File: config.mk
export PLATFORM = sky130hd
export DESIGN_NAME = lpw_ctrl
export DESIGN_NICKNAME = d
export VERILOG_FILES = /design/src/rtl/lpw_pkg.sv /design/src/rtl/lpw_sync.sv /design/src/rtl/lpw_wake.sv /design/src/rtl/lpw_ctrl.sv
export SDC_FILE = /design/constraint.sdc
export NUM_CORES = 1
export LEC_CHECK = 0
export BUFFER_PORTS_ARGS = -buffer_cell sky130_fd_sc_hd__buf_2
export CORE_MARGIN = 8
export CORE_UTILIZATION = 45
export DETAILED_ROUTE_END_ITERATION = 8
export PLACE_DENSITY_LB_ADDON = 0.25
export SLEW_MARGIN = 5
export SYNTH_ARGS = -nofsm -noshare
export SYNTH_HDL_FRONTEND = slang
export SYNTH_SLANG_ARGS = --single-unit
export TNS_END_PERCENT = 10
File: constraint.sdc
create_clock -name clk_osc -period 1.8 [get_ports clk_osc]
set_input_delay 0.18 -clock clk_osc [delete_from_list [all_inputs] [get_ports clk_osc]]
set_output_delay 0.18 -clock clk_osc [all_outputs]
set_load 0.005 [all_outputs]
File: src/rtl/lpw_pkg.sv
package lpw_pkg;
    typedef enum logic [1:0] {
        ST_RUN  = 2'b00,
        ST_SOFT = 2'b01,
        ST_HARD = 2'b10
    } lpw_state_e;
endpackage

File: src/rtl/lpw_sync.sv
module lpw_sync #(
    parameter int WIDTH  = 1,
    parameter int STAGES = 2
) (
    input  logic             clk,
    input  logic             rst_n,
    input  logic [WIDTH-1:0] async_i,
    output logic [WIDTH-1:0] sync_o
);
    logic [WIDTH-1:0] chain_q [STAGES];

    genvar s;
    generate
        for (s = 0; s < STAGES; s++) begin : g_stage
            always_ff @(posedge clk or negedge rst_n) begin
                if (!rst_n) begin
                    chain_q[s] <= '0;
                end else if (s == 0) begin
                    chain_q[s] <= async_i;
                end else begin
                    chain_q[s] <= chain_q[(s == 0) ? 0 : s-1];
                end
            end
        end
    endgenerate

    assign sync_o = chain_q[STAGES-1];
endmodule

File: src/rtl/lpw_wake.sv
module lpw_wake #(
    parameter int N_PINS = 4
) (
    input  logic              mode_hard,
    input  logic              hold_s,
    input  logic              hold_snap,
    input  logic [N_PINS-1:0] pins_s,
    input  logic [N_PINS-1:0] pins_snap,
    input  logic [N_PINS-1:0] pins_dir,
    input  logic              tick_2hz,
    output logic              wake_any
);
    logic [N_PINS-1:0] pin_hit;
    logic              hold_hit;
    logic              tick_hit;

    always_comb begin
        hold_hit = hold_s ^ hold_snap;
        pin_hit  = (pins_s ^ pins_snap) & pins_dir;
        tick_hit = tick_2hz & ~mode_hard;
        wake_any = hold_hit | (|pin_hit) | tick_hit;
    end
endmodule

File: src/rtl/lpw_ctrl.sv
module lpw_ctrl
    import lpw_pkg::*;
#(
    parameter int N_PINS      = 4,
    parameter int SYNC_STAGES = 2
) (
    input  logic              clk_osc,
    input  logic              rst_n,
    input  logic              req_valid,
    input  logic              req_hard,
    input  logic              hold_read,
    input  logic              hold_pin,
    input  logic [N_PINS-1:0] io_pins,
    input  logic [N_PINS-1:0] io_dir,
    input  logic              tick_2hz,
    input  logic              pll_sw_en,
    input  logic              pll_hold_off_en,
    output logic              cpu_clk_en,
    output logic              periph_clk_en,
    output logic              osc_en,
    output logic              pll_en,
    output logic              lcd_force_low,
    output logic              port_hold,
    output logic              hold_level,
    output logic [1:0]        mode_state,
    output logic              wake_pulse
);
    localparam int SYNC_W = N_PINS + 1;

    typedef struct packed {
        lpw_state_e        state;
        logic              armed;
        logic              snap_hold;
        logic [N_PINS-1:0] snap_pins;
        logic              wake_pulse;
    } ctl_t;

    ctl_t ctl_d, ctl_q;

    logic [SYNC_W-1:0] sync_out;
    logic              hold_s;
    logic [N_PINS-1:0] pins_s;
    logic              wake_any;
    logic              in_wait;
    logic              enter;

    lpw_sync #(.WIDTH(SYNC_W), .STAGES(SYNC_STAGES)) u_sync (
        .clk    (clk_osc),
        .rst_n  (rst_n),
        .async_i({hold_pin, io_pins}),
        .sync_o (sync_out)
    );

    assign hold_s = sync_out[SYNC_W-1];
    assign pins_s = sync_out[N_PINS-1:0];

    lpw_wake #(.N_PINS(N_PINS)) u_wake (
        .mode_hard(ctl_q.state == ST_HARD),
        .hold_s   (hold_s),
        .hold_snap(ctl_q.snap_hold),
        .pins_s   (pins_s),
        .pins_snap(ctl_q.snap_pins),
        .pins_dir (io_dir),
        .tick_2hz (tick_2hz),
        .wake_any (wake_any)
    );

    always_comb begin
        ctl_d            = ctl_q;
        ctl_d.wake_pulse = 1'b0;
        in_wait          = (ctl_q.state != ST_RUN);
        enter            = (ctl_q.state == ST_RUN) && req_valid && ctl_q.armed;
        if (enter) begin
            ctl_d.state     = req_hard ? ST_HARD : ST_SOFT;
            ctl_d.armed     = 1'b0;
            ctl_d.snap_hold = hold_s;
            ctl_d.snap_pins = pins_s;
        end else if (in_wait && wake_any) begin
            ctl_d.state      = ST_RUN;
            ctl_d.wake_pulse = 1'b1;
        end
        if (hold_read && !enter) begin
            ctl_d.armed = 1'b1;
        end
    end

    always_ff @(posedge clk_osc or negedge rst_n) begin
        if (!rst_n) begin
            ctl_q <= '{state: ST_RUN, armed: 1'b0, snap_hold: 1'b0,
                       snap_pins: '0, wake_pulse: 1'b0};
        end else begin
            ctl_q <= ctl_d;
        end
    end

    always_comb begin
        cpu_clk_en    = (ctl_q.state == ST_RUN);
        periph_clk_en = (ctl_q.state != ST_HARD);
        osc_en        = 1'b1;
        lcd_force_low = (ctl_q.state == ST_HARD);
        port_hold     = (ctl_q.state == ST_HARD);
        pll_en        = pll_sw_en && (ctl_q.state == ST_RUN) &&
                        !(pll_hold_off_en && !hold_s);
        hold_level    = hold_s;
        mode_state    = ctl_q.state;
        wake_pulse    = ctl_q.wake_pulse;
    end

    assert_entry_depth_R2: assert property (@(posedge clk_osc) disable iff (!rst_n)
        (req_valid && ctl_q.armed && ctl_q.state == ST_RUN) |=>
        (ctl_q.state == ($past(req_hard) ? ST_HARD : ST_SOFT)));

    assert_pll_off_wait_R4: assert property (@(posedge clk_osc) disable iff (!rst_n)
        (ctl_q.state != ST_RUN) |-> !pll_en);

    assert_hard_ignores_tick_R7: assert property (@(posedge clk_osc) disable iff (!rst_n)
        (ctl_q.state == ST_HARD && !wake_any) |=> (ctl_q.state == ST_HARD));

    assert_soft_tick_wakes_R7: assert property (@(posedge clk_osc) disable iff (!rst_n)
        (ctl_q.state == ST_SOFT && tick_2hz) |=> (ctl_q.state == ST_RUN));

    assert_wake_pulse_edge_R8: assert property (@(posedge clk_osc) disable iff (!rst_n)
        wake_pulse |-> (ctl_q.state == ST_RUN && $past(ctl_q.state) != ST_RUN));

    assert_wake_pulse_single_R8: assert property (@(posedge clk_osc) disable iff (!rst_n)
        wake_pulse |=> !wake_pulse);

    assert_unarmed_drop_R9: assert property (@(posedge clk_osc) disable iff (!rst_n)
        (req_valid && !ctl_q.armed && ctl_q.state == ST_RUN && !hold_read) |=>
        (ctl_q.state == ST_RUN));
endmodule

==> metrics.md, run 1 <==
| Metric | Value |
|---|---|
| Status | `finished clean` |
| Delay-heaviest family, CP | `flip-flops` |
| Max Used Layer | `met3` |
| Hold_sp | `hold_read` |
| Clock tree buffer depth | `2` |
| CP max stage cell | `dfrtp_1` |
| Placed cell count | `85` |
| WP buf/inv | `1` |
| Critical path depth | `3` |
| Setup violations, final | `0` |
| Syn Nets | `66` |
| WP data arrival | `1.22 ns` |
| Logic pwr share | `0.292` |
| CP startpoint | `mode_state[1]$_DFFE_PN0P_` |
| Total wire length | `1.281 mm` |
| Die area | `3204 um2` |
| Routed wl met3 | `149 um` |
| Worst Clk Skew | `0.0007784 ns` |
| Fin util | `0.6117` |
| Simple-Gate Fraction of Synth Area | `0.06914` |
| Filler cells | `130` |
| Antenna cells | `0` |
| Pwr Density | `1191 nW/um2` |
| # clock sinks | `19` |
| Post-synthesis mux area share | `0.1012` |
| Max-cap viol count | `0` |
| Avg WL per Cell | `13.48 um` |
| Sequential share of the synthesized area | `0.6408` |
| Layout cells sized above 1 | `0.4557` |
| CP startpoint kind | `flop` |
| Share of the synthesized area in the top cell type | `0.6408` |
| Initial antenna violation count | `0` |
| Met2 wire len | `653 um` |
| CTS tree | `done` |
| Pin count of the biggest net entering global routing | `20` |
| NetSw | `0.3067 mW` |
| Root buffer selected by CTS | `clkbuf_4` |
| Fin cells | `95` |
| Core footprint | `1524 um2` |
| Placed Area | `845.8 um2` |
| Area occupied by multi-input gates | `217.7 um2` |
| Syn-to-layout area delta | `25.63%` |
| Die Y | `56.61 um` |
| Reg-to-Reg End | `ctl_q[2]$_DFFE_PN0P_` |
| Final Max Slew Viols | `0` |
| Dpl hpwl | `990.7 um` |
| Synth warn | `0` |
| Worst slack at placement | `0.4249 ns` |
| DRC errors left | `0` |
| Netlist cell types | `17` |
| HP Class | `in2reg` |
| Post-Syn Area | `742.0 um2` |
| Initial Util | `0.4869` |
| XOR/XNOR share of the synthesized area | `0.05902` |
| Cell Rows | `14` |
| Total gr overflow | `0` |
| Vias/cell | `4.821` |
| Tcrit/Tclk final | `0.7777` |
| Pleak | `0.4765 nW` |
| Final hold vios | `0` |
| Sw frac | `0.2763` |
| Register area | `475.5 um2` |
| First-pass GRT wire length | `2.139 mm` |
| Total iterations of the first detailed-routing run | `4` |
| Final setup TNS | `0 ns` |
| Fin nets | `97` |
| Die width | `56.61 um` |
| Vias in the first global route | `516` |
| Largest family of logic cells by synthesized area | `multiplexers` |
| GRT Resource Usage Total | `0.08261` |
| Post-synthesis compound-gate area fraction | `0.05902` |
| R2r worst-path depth | `3` |
| Average size of a mapped cell | `15.14 um2` |
| Area contributors post-synth | `dfrtp_1 64%, mux2_4 10%, xor2_1 5.9%` |
| P_int | `0.8036 mW` |
| Port bufs | `25` |
| Flop2flop setup slack | `0.42 ns` |
| Tmin final | `1.400 ns` |
| Critical path endpoint category | `output port` |
| M1 wire length | `478 um` |
| Clk Latency, worst-skew pair | `0.28 ns` |
| Clock Power Share | `0.182` |
| Cell taking the most area after synthesis | `dfrtp_1` |
| Minimum hold slack | `0.1090 ns` |
| Cells after synthesis | `49` |
| FMAX | `714.4 MHz` |
| Final RePlAce weighted congestion | `0.7311` |
| Max rail drop VDD | `0.0006766 V` |
| R2R Path Start | `mode_state[1]$_DFFE_PN0P_` |
| Crit-path max cell delay | `0.45 ns` |
| I/O pins | `27` |
| Critical path fanouts, max | `4` |
| DR vias | `458` |
| Post-synthesis adder-cell area fraction | `0` |
| Setup CP Type | `reg2out` |
| DRT antenna net count | `0` |
| Worst setup margin | `0.4002 ns` |
| Final Instance Area | `932.1 um2` |
| Synthesis-stage register bit count | `19` |
| RSZ-0062 raised after global routing | `false` |
| Final Power | `1.110 mW` |
| Sequential Power Share | `0.526` |
| H-tree depth | `1` |
| Crit path required time | `1.62 ns` |
| CP Cell Sequence | `nor2_2 > and3_1 > buf_2` |
| Num CTS Buffers | `3` |
| 1st-iter DRT viols | `3` |
| Clock-pin slew on the worst setup and hold paths | `0.10 ns` |
| Worst Setup EP | `pll_en` |
## timing repair
item,CTS,global route
endpoints found under the hold margin,24,0
setup buffers,0,0
resized for setup,0,0
hold buffers,6,0
## cell type report
type	instances	share of cell area
Tap cell	16	0.02148
Timing Repair Buffer	31	0.1987
Multi-Input combinational cell	23	0.2336
Inverter	2	0.008054
Clock buffer	4	0.02819
Sequential cell	19	0.5101
## Yosys cell counts (all sizes together)
cell type / instances
a21oi: 1
a221oi: 1
a222oi: 1
a32o: 2
and3: 2
buf: 5
conb: 1
dfrtp: 19
inv: 2
mux2: 5
nand2b: 2
nor2: 3
xor2: 5
## metal layers
metal / up-vias / track usage
li1: 218 / -
met1: 221 / 0.07610
met2: 19 / 0.1426
met3: 0 / 0.05169
met4: 0 / 0.03093
met5: - / 0
## sequential cells by signal (all words and copies together), names as in the netlist
| signal | cells |
|---|---|
| u_sync.sync_o | 5 |
| wake_pulse | 1 |
| u_sync.chain_q | 5 |
| ctl_q | 6 |
| mode_state | 2 |
## worst min-delay path by stage
| stage | endpoint | slack, ns | depth (start not counted) |
|---|---|---|---|
| after floorplan | ctl_q[1]$_DFFE_PN0P_ | -0.12 | 0 |
| after global placement | u_sync.chain_q[8]$_DFF_PN0_ | 0.13 | 1 |
| after detailed placement | u_sync.chain_q[8]$_DFF_PN0_ | 0.14 | 1 |
| after CTS | ctl_q[6]$_DFFE_PN0P_ | 0.10 | 3 |
| after global routing | mode_state[1]$_DFFE_PN0P_ | 0.12 | 2 |
| final | ctl_q[6]$_DFFE_PN0P_ | 0.11 | 3 |
## placed cells by master (no fill, tap or decap)
| master | instances |
|---|---|
| a21oi_1 | 1 |
| a221oi_1 | 1 |
| a222oi_1 | 1 |
| a32o_1 | 2 |
| and3_1 | 1 |
| and3_4 | 1 |
| buf_2 | 25 |
| clkbuf_1 | 1 |
| clkbuf_4 | 3 |
| conb_1 | 1 |
| dfrtp_1 | 19 |
| dlygate4sd3_1 | 6 |
| inv_1 | 2 |
| mux2_4 | 5 |
| nand2b_1 | 1 |
| nand2b_4 | 1 |
| nor2_1 | 2 |
| nor2_2 | 1 |
| xor2_1 | 5 |
## kinds of logic after synthesis
logic type,after synthesis
flip-flops,19
XOR/XNOR,5
multiplexers,5
other,1
buffers and inverters,7
AO/OA/AOI/OAI,5
AND/OR/NAND/NOR,7
## power groups by stage
stage / registers, mW / logic, mW / clock network (mW)
finish: 0.584 / 0.324 / 0.202
global route: 0.594 / 0.355 / 0.231
CTS: 0.585 / 0.330 / 0.212
detailed placement: 0.594 / 0.318 / 0
global placement: 0.588 / 0.312 / 0
floorplan: 0.580 / 0.252 / 0
## worst reg2reg max path: stages, from the launching register on
cell,delay (ns)
dfrtp_1,0.45
nor2_2,0.20
and3_4,0.30
mux2_4,0.32
Note: power is estimated with default switching activity, not from simulation.
==> inputs of run 2 (changes only) <==
Clock period 1.8 ns to 1.35 ns, I/O delays scaled along.
==> metrics.md, run 2 (synthesized netlist as in run 1, its figures left out) <==
| Metric | Value |
|---|---|
| First-pass GRT wire length | `2.090 mm` |
| P_int | `1.149 mW` |
| 1st-iter DRT viols | `5` |
| Number of flip-flops in the largest register | `6` |
| Initial Util | `0.4869` |
| Crit path required time | `1.54 ns` |
| GRT Resource Usage Total | `0.08226` |
| M1 wire length | `524 um` |
| Clock tree buffer depth | `2` |
| DRT antenna net count | `0` |
| Initial antenna violation count | `0` |
| R2R Path Start | `mode_state[0]$_DFFE_PN0P_` |
| Clock-pin slew on the worst setup and hold paths | `0.10 ns` |
| Vias/cell | `4.880` |
| R2r worst-path depth | `4` |
| Port bufs | `25` |
| Max-cap viol count | `0` |
| RSZ-0062 raised after global routing | `true` |
| Dpl hpwl | `964.8 um` |
| Most frequent cells in the layout | `23 x buf_2, 19 x dfrtp_1, 6 x dlygate4sd3_1` |
| Fin cells | `100` |
| Pwr Density | `1603 nW/um2` |
| Critical path fanouts, max | `8` |
| Core footprint | `1524 um2` |
| Sequential Power Share | `0.487` |
| Setup CP Type | `reg2reg` |
| Die area | `3204 um2` |
| Delay-heaviest family, CP | `flip-flops` |
| Fin nets | `102` |
| Commonest non-fill, non-tap cell in the layout | `buf_2` |
| Layout cells sized above 1 | `0.5238` |
| Cell Rows | `14` |
| Clk Latency, worst-skew pair | `0.29 ns` |
| I/O pins | `27` |
| Total gr overflow | `0` |
| CP Cell Sequence | `nor2_2 > buf_4 > and3_4 > mux2_4` |
| Vias in the first global route | `500` |
| Max rail drop VDD | `0.0009562 V` |
| Crit-path max cell delay | `0.42 ns` |
| Antenna cells | `0` |
| Routed wl met3 | `138 um` |
| Reg-to-Reg End | `ctl_q[4]$_DFFE_PN0P_` |
| HP Class | `in2reg` |
| Worst Clk Skew | `0.002610 ns` |
| Max Used Layer | `met4` |
| Hold_sp | `hold_read` |
| Syn-to-layout area delta | `34.06%` |
| Final RePlAce weighted congestion | `0.7090` |
| Reg with most FFs | `ctl_q` |
| DRC errors left | `0` |
| Tcrit/Tclk final | `1.010` |
| # clock sinks | `19` |
| Total iterations of the first detailed-routing run | `4` |
| Fin util | `0.6527` |
| DR vias | `488` |
| Die Y | `56.61 um` |
| CTS tree | `done` |
| NetSw | `0.4454 mW` |
| Status | `finished with violations` |
| Violated checks | `negative setup slack` |
| Critical path endpoint category | `flop` |
| Logic pwr share | `0.340` |
| H-tree depth | `1` |
| Final hold vios | `0` |
| Worst setup margin | `-0.01355 ns` |
| Final Max Slew Viols | `0` |
| WP data arrival | `1.55 ns` |
| Total wire length | `1.345 mm` |
| Placed cell count | `86` |
| Hold EP | `ctl_q[6]$_DFFE_PN0P_` |
| WP buf/inv | `1` |
| Hold Crit Depth | `3` |
| CP startpoint kind | `flop` |
| Pleak | `0.5077 nW` |
| FMAX | `733.4 MHz` |
| Pin count of the biggest net entering global routing | `20` |
| Clock Power Share | `0.173` |
| Num CTS Buffers | `3` |
| CP max stage cell | `dfrtp_1` |
| Root buffer selected by CTS | `clkbuf_4` |
| Avg WL per Cell | `13.45 um` |
| Flop2flop setup slack | `-0.01 ns` |
| Die width | `56.61 um` |
| Setup violations, final | `6` |
| Tmin final | `1.364 ns` |
| Sw frac | `0.2793` |
| Met2 wire len | `662 um` |
-- run 2: changes by cell type in the layout (fill, tap and decap cells not counted), sizes merged --
| cell | delta |
|---|---|
| clkinv | +1 |
| clkbuf | -1 |
| buf | +5 |
-- run 2: worst register-to-register path: stages (launching register included) --
cell and delay, ns:
dfrtp_1 0.42, nor2_2 0.14, buf_4 0.12, and3_4 0.26, mux2_4 0.32
-- run 2: worst max path at each step --
| stage | end | from | slack (ns) | cells past startpoint |
|---|---|---|---|---|
| after floorplan | ctl_q[1]$_DFFE_PN0P_ | mode_state[1]$_DFFE_PN0P_ | 0.02 | 4 |
| after global placement | mode_state[1]$_DFFE_PN0P_ | ctl_q[1]$_DFFE_PN0P_ | 0.01 | 3 |
| after detailed placement | mode_state[1]$_DFFE_PN0P_ | ctl_q[1]$_DFFE_PN0P_ | -0.01 | 3 |
| after CTS | pll_en | mode_state[0]$_DFFE_PN0P_ | -0.005 | 4 |
| after global routing | pll_en | mode_state[0]$_DFFE_PN0P_ | -0.09 | 4 |
| final | ctl_q[4]$_DFFE_PN0P_ | mode_state[0]$_DFFE_PN0P_ | -0.01 | 4 |
-- run 2: cell type report --
cell class / instances / area [um2]
fill: 121 / 529.3
sequential: 19 / 475.5
timing repair buffer: 36 / 235.2
multi-input combinational: 23 / 229.0
clock buffer: 3 / 22.52
tap: 16 / 20.02
inverter: 2 / 7.507
clock inverter: 1 / 5.005
-- run 2: power groups by stage --
stage / logic, mW / clock network [mW] / registers, mW
global route: 0.590 / 0.314 / 0.785
finish: 0.543 / 0.276 / 0.776
global placement: 0.427 / 0 / 0.788
CTS: 0.485 / 0.294 / 0.777
floorplan: 0.336 / 0 / 0.774
detailed placement: 0.438 / 0 / 0.791
-- run 2: what timing repair did --
| action | in CTS | in global routing |
|---|---|---|
| pin swaps | 1 | 4 |
| hold endpoints to repair | 24 | 0 |
| endpoints found under the setup margin | 4 | 3 |
| setup buffers | 2 | 2 |
| resized for setup | 0 | 4 |
| hold buffers | 6 | 0 |
-- run 2: per-stage QoR --
stage | setup slack, ns | hold slack, ns | power [mW] | setup TNS (ns) | cell area [um2]
floorplan | 0.02353 | -0.1606 | 1.110 | 0 | 742.0
global placement | 0.01479 | 0.08644 | 1.215 | 0 | 853.3
detailed placement | -0.009917 | 0.08897 | 1.230 | -0.009917 | 853.3
CTS | -0.004803 | 0.04811 | 1.556 | -0.004803 | 955.9
global route | -0.08906 | 0.06464 | 1.688 | -0.4487 | 994.7
finish | -0.01355 | 0.05888 | 1.594 | -0.05275 | 994.7
-- run 2: layer usage --
metal,vias to the layer above,global-route usage
li1,230,-
met1,237,0.07775
met2,19,0.1285
met3,2,0.05393
met4,0,0.05155
met5,-,0
==> inputs of run 3 (changes only) <==
Settings changed: CAP_MARGIN from default to 10, CELL_PAD_IN_SITES_DETAIL_PLACEMENT from default to 0, CELL_PAD_IN_SITES_GLOBAL_PLACEMENT from default to 2, CORE_ASPECT_RATIO from default to 1.1, CORE_UTILIZATION 45 to 30.
==> metrics.md, run 3 (synthesized netlist as in run 1, its figures left out) <==
| Metric | Value |
|---|---|
| Setup violations, final | `0` |
| H-tree depth | `1` |
| Commonest non-fill, non-tap cell in the layout | `buf_2` |
| R2r worst-path depth | `3` |
| Final RePlAce weighted congestion | `0.7118` |
| Num CTS Buffers | `3` |
| Total iterations of the first detailed-routing run | `2` |
| Filler cells | `246` |
| Cell Rows | `19` |
| Crit path required time | `1.54 ns` |
| Clock-pin slew on the worst setup and hold paths | `0.10 ns` |
| 1st-iter DRT viols | `9` |
| Final Power | `1.575 mW` |
| Avg WL per Cell | `11.73 um` |
| GRT Resource Usage Total | `0.06611` |
| Max rail drop VDD | `0.0006347 V` |
| Clk Latency, worst-skew pair | `0.29 ns` |
| Pwr Density | `1561 nW/um2` |
| Antenna cells | `0` |
| Total wire length | `1.361 mm` |
| DRT antenna net count | `0` |
| Final setup TNS | `0 ns` |
| WP data arrival | `1.46 ns` |
| Fin util | `0.4159` |
| Final Instance Area | `1008 um2` |
| Clock tree buffer depth | `2` |
| FMAX | `783.9 MHz` |
| Hold_sp | `hold_read` |
| Placed Area | `902.1 um2` |
| Reg-to-Reg End | `ctl_q[4]$_DFFE_PN0P_` |
| Syn-to-layout area delta | `35.92%` |
| I/O pins | `27` |
| Flop2flop setup slack | `0.07 ns` |
| Fin nets | `103` |
| Pin count of the biggest net entering global routing | `20` |
| Critical path fanouts, max | `7` |
| Reg with most FFs | `ctl_q` |
| Layout cells sized above 1 | `0.5176` |
| Vias/cell | `4.095` |
| DRC errors left | `0` |
| Core footprint | `2425 um2` |
| CTS tree | `done` |
| Vias in the first global route | `521` |
| Setup CP Type | `reg2reg` |
| Die Y | `68.16 um` |
| Total gr overflow | `0` |
| Tmin final | `1.276 ns` |
| Max-cap viol count | `0` |
| Initial Util | `0.3060` |
| HP Class | `in2reg` |
| Most frequent cells in the layout | `25 x buf_2, 18 x dfrtp_1, 6 x dlygate4sd3_1, 6 x buf_4` |
| Final Max Slew Viols | `0` |
| DR vias | `475` |
| Status | `finished clean` |
| Final hold vios | `0` |
| Number of flip-flops in the largest register | `6` |
| Die area | `4322 um2` |
| CP startpoint kind | `flop` |
| Worst Clk Skew | `0.001464 ns` |
| First-pass GRT wire length | `2.221 mm` |
| Minimum hold slack | `0.05463 ns` |
| Critical path endpoint category | `flop` |
| Port bufs | `25` |
| Hold Crit Depth | `3` |
| Dpl hpwl | `1.021 mm` |
| Root buffer selected by CTS | `clkbuf_4` |
| Initial antenna violation count | `0` |
| RSZ-0062 raised after global routing | `false` |
| Hold EP | `ctl_q[6]$_DFFE_PN0P_` |
| # clock sinks | `19` |
| Tcrit/Tclk final | `0.9449` |
| Die width | `63.42 um` |
| R2R Path Start | `mode_state[1]$_DFFE_PN0P_` |
| Pleak | `0.5085 nW` |
[run 3: how the worst max path moves through the flow]
| stage | start | to | slack [ns] |
|---|---|---|---|
| 6_report | mode_state[1]$_DFFE_PN0P_ | ctl_q[4]$_DFFE_PN0P_ | 0.07 |
| 5_1_grt | u_sync.sync_o[4]$_DFF_PN0_ | mode_state[1]$_DFFE_PN0P_ | 0.01 |
| 3_5_place_dp | mode_state[1]$_DFFE_PN0P_ | ctl_q[4]$_DFFE_PN0P_ | 0.03 |
| 3_3_place_gp | mode_state[1]$_DFFE_PN0P_ | ctl_q[5]$_DFFE_PN0P_ | 0.03 |
| 4_1_cts | u_sync.sync_o[4]$_DFF_PN0_ | mode_state[1]$_DFFE_PN0P_ | 0.03 |
| 2_1_floorplan | mode_state[1]$_DFFE_PN0P_ | ctl_q[1]$_DFFE_PN0P_ | 0.02 |
[run 3: repair_timing]
action,CTS,global route
hold buffers,6,0
pin swaps,1,6
gates resized for setup,2,1
endpoints found under the hold margin,24,0
buffers inserted,2,1
setup endpoints to repair,1,9
[run 3: per-stage QoR]
step | setup slack [ns] | instances
global placement | 0.03002 | 105
floorplan | 0.02353 | 49
global route | 0.01172 | 116
finish | 0.07433 | 116
CTS | 0.03317 | 115
detailed placement | 0.03203 | 105
[run 3: layout make-up]
| type | instances | area [um2] | share of cell area |
|---|---|---|---|
| inverters | 2 | 7.507 | 0.007444 |
| repair buffers | 37 | 230.2 | 0.2283 |
| well taps | 31 | 38.79 | 0.03846 |
| multi-input cells | 23 | 229.0 | 0.2270 |
| flip-flops and latches | 19 | 476.7 | 0.4727 |
| clock buffers | 4 | 26.28 | 0.02605 |
[run 3: metal layers]
| layer | vias to the layer above | share of wire | GRT usage |
|---|---|---|---|
| met5 | - | 0 | 0 |
| met2 | 14 | 0.50 | 0.1204 |
| met1 | 226 | 0.42 | 0.06037 |
| met3 | 4 | 0.063 | 0.02455 |
| li1 | 231 | - | - |
| met4 | 0 | 0.020 | 0.05014 |
[run 3: power by group]
part	total, mW	switching [mW]	internal (mW)
Clock	0.280	0.165	0.115
Sequential	0.772	0.0791	0.693
Combinational	0.523	0.195	0.327
[run 3: critical path, stage by stage, from the launching register on]
cell and delay [ns]:
dfrtp_2 0.43, nor2_4 0.14, and3_4 0.28, mux2_4 0.31
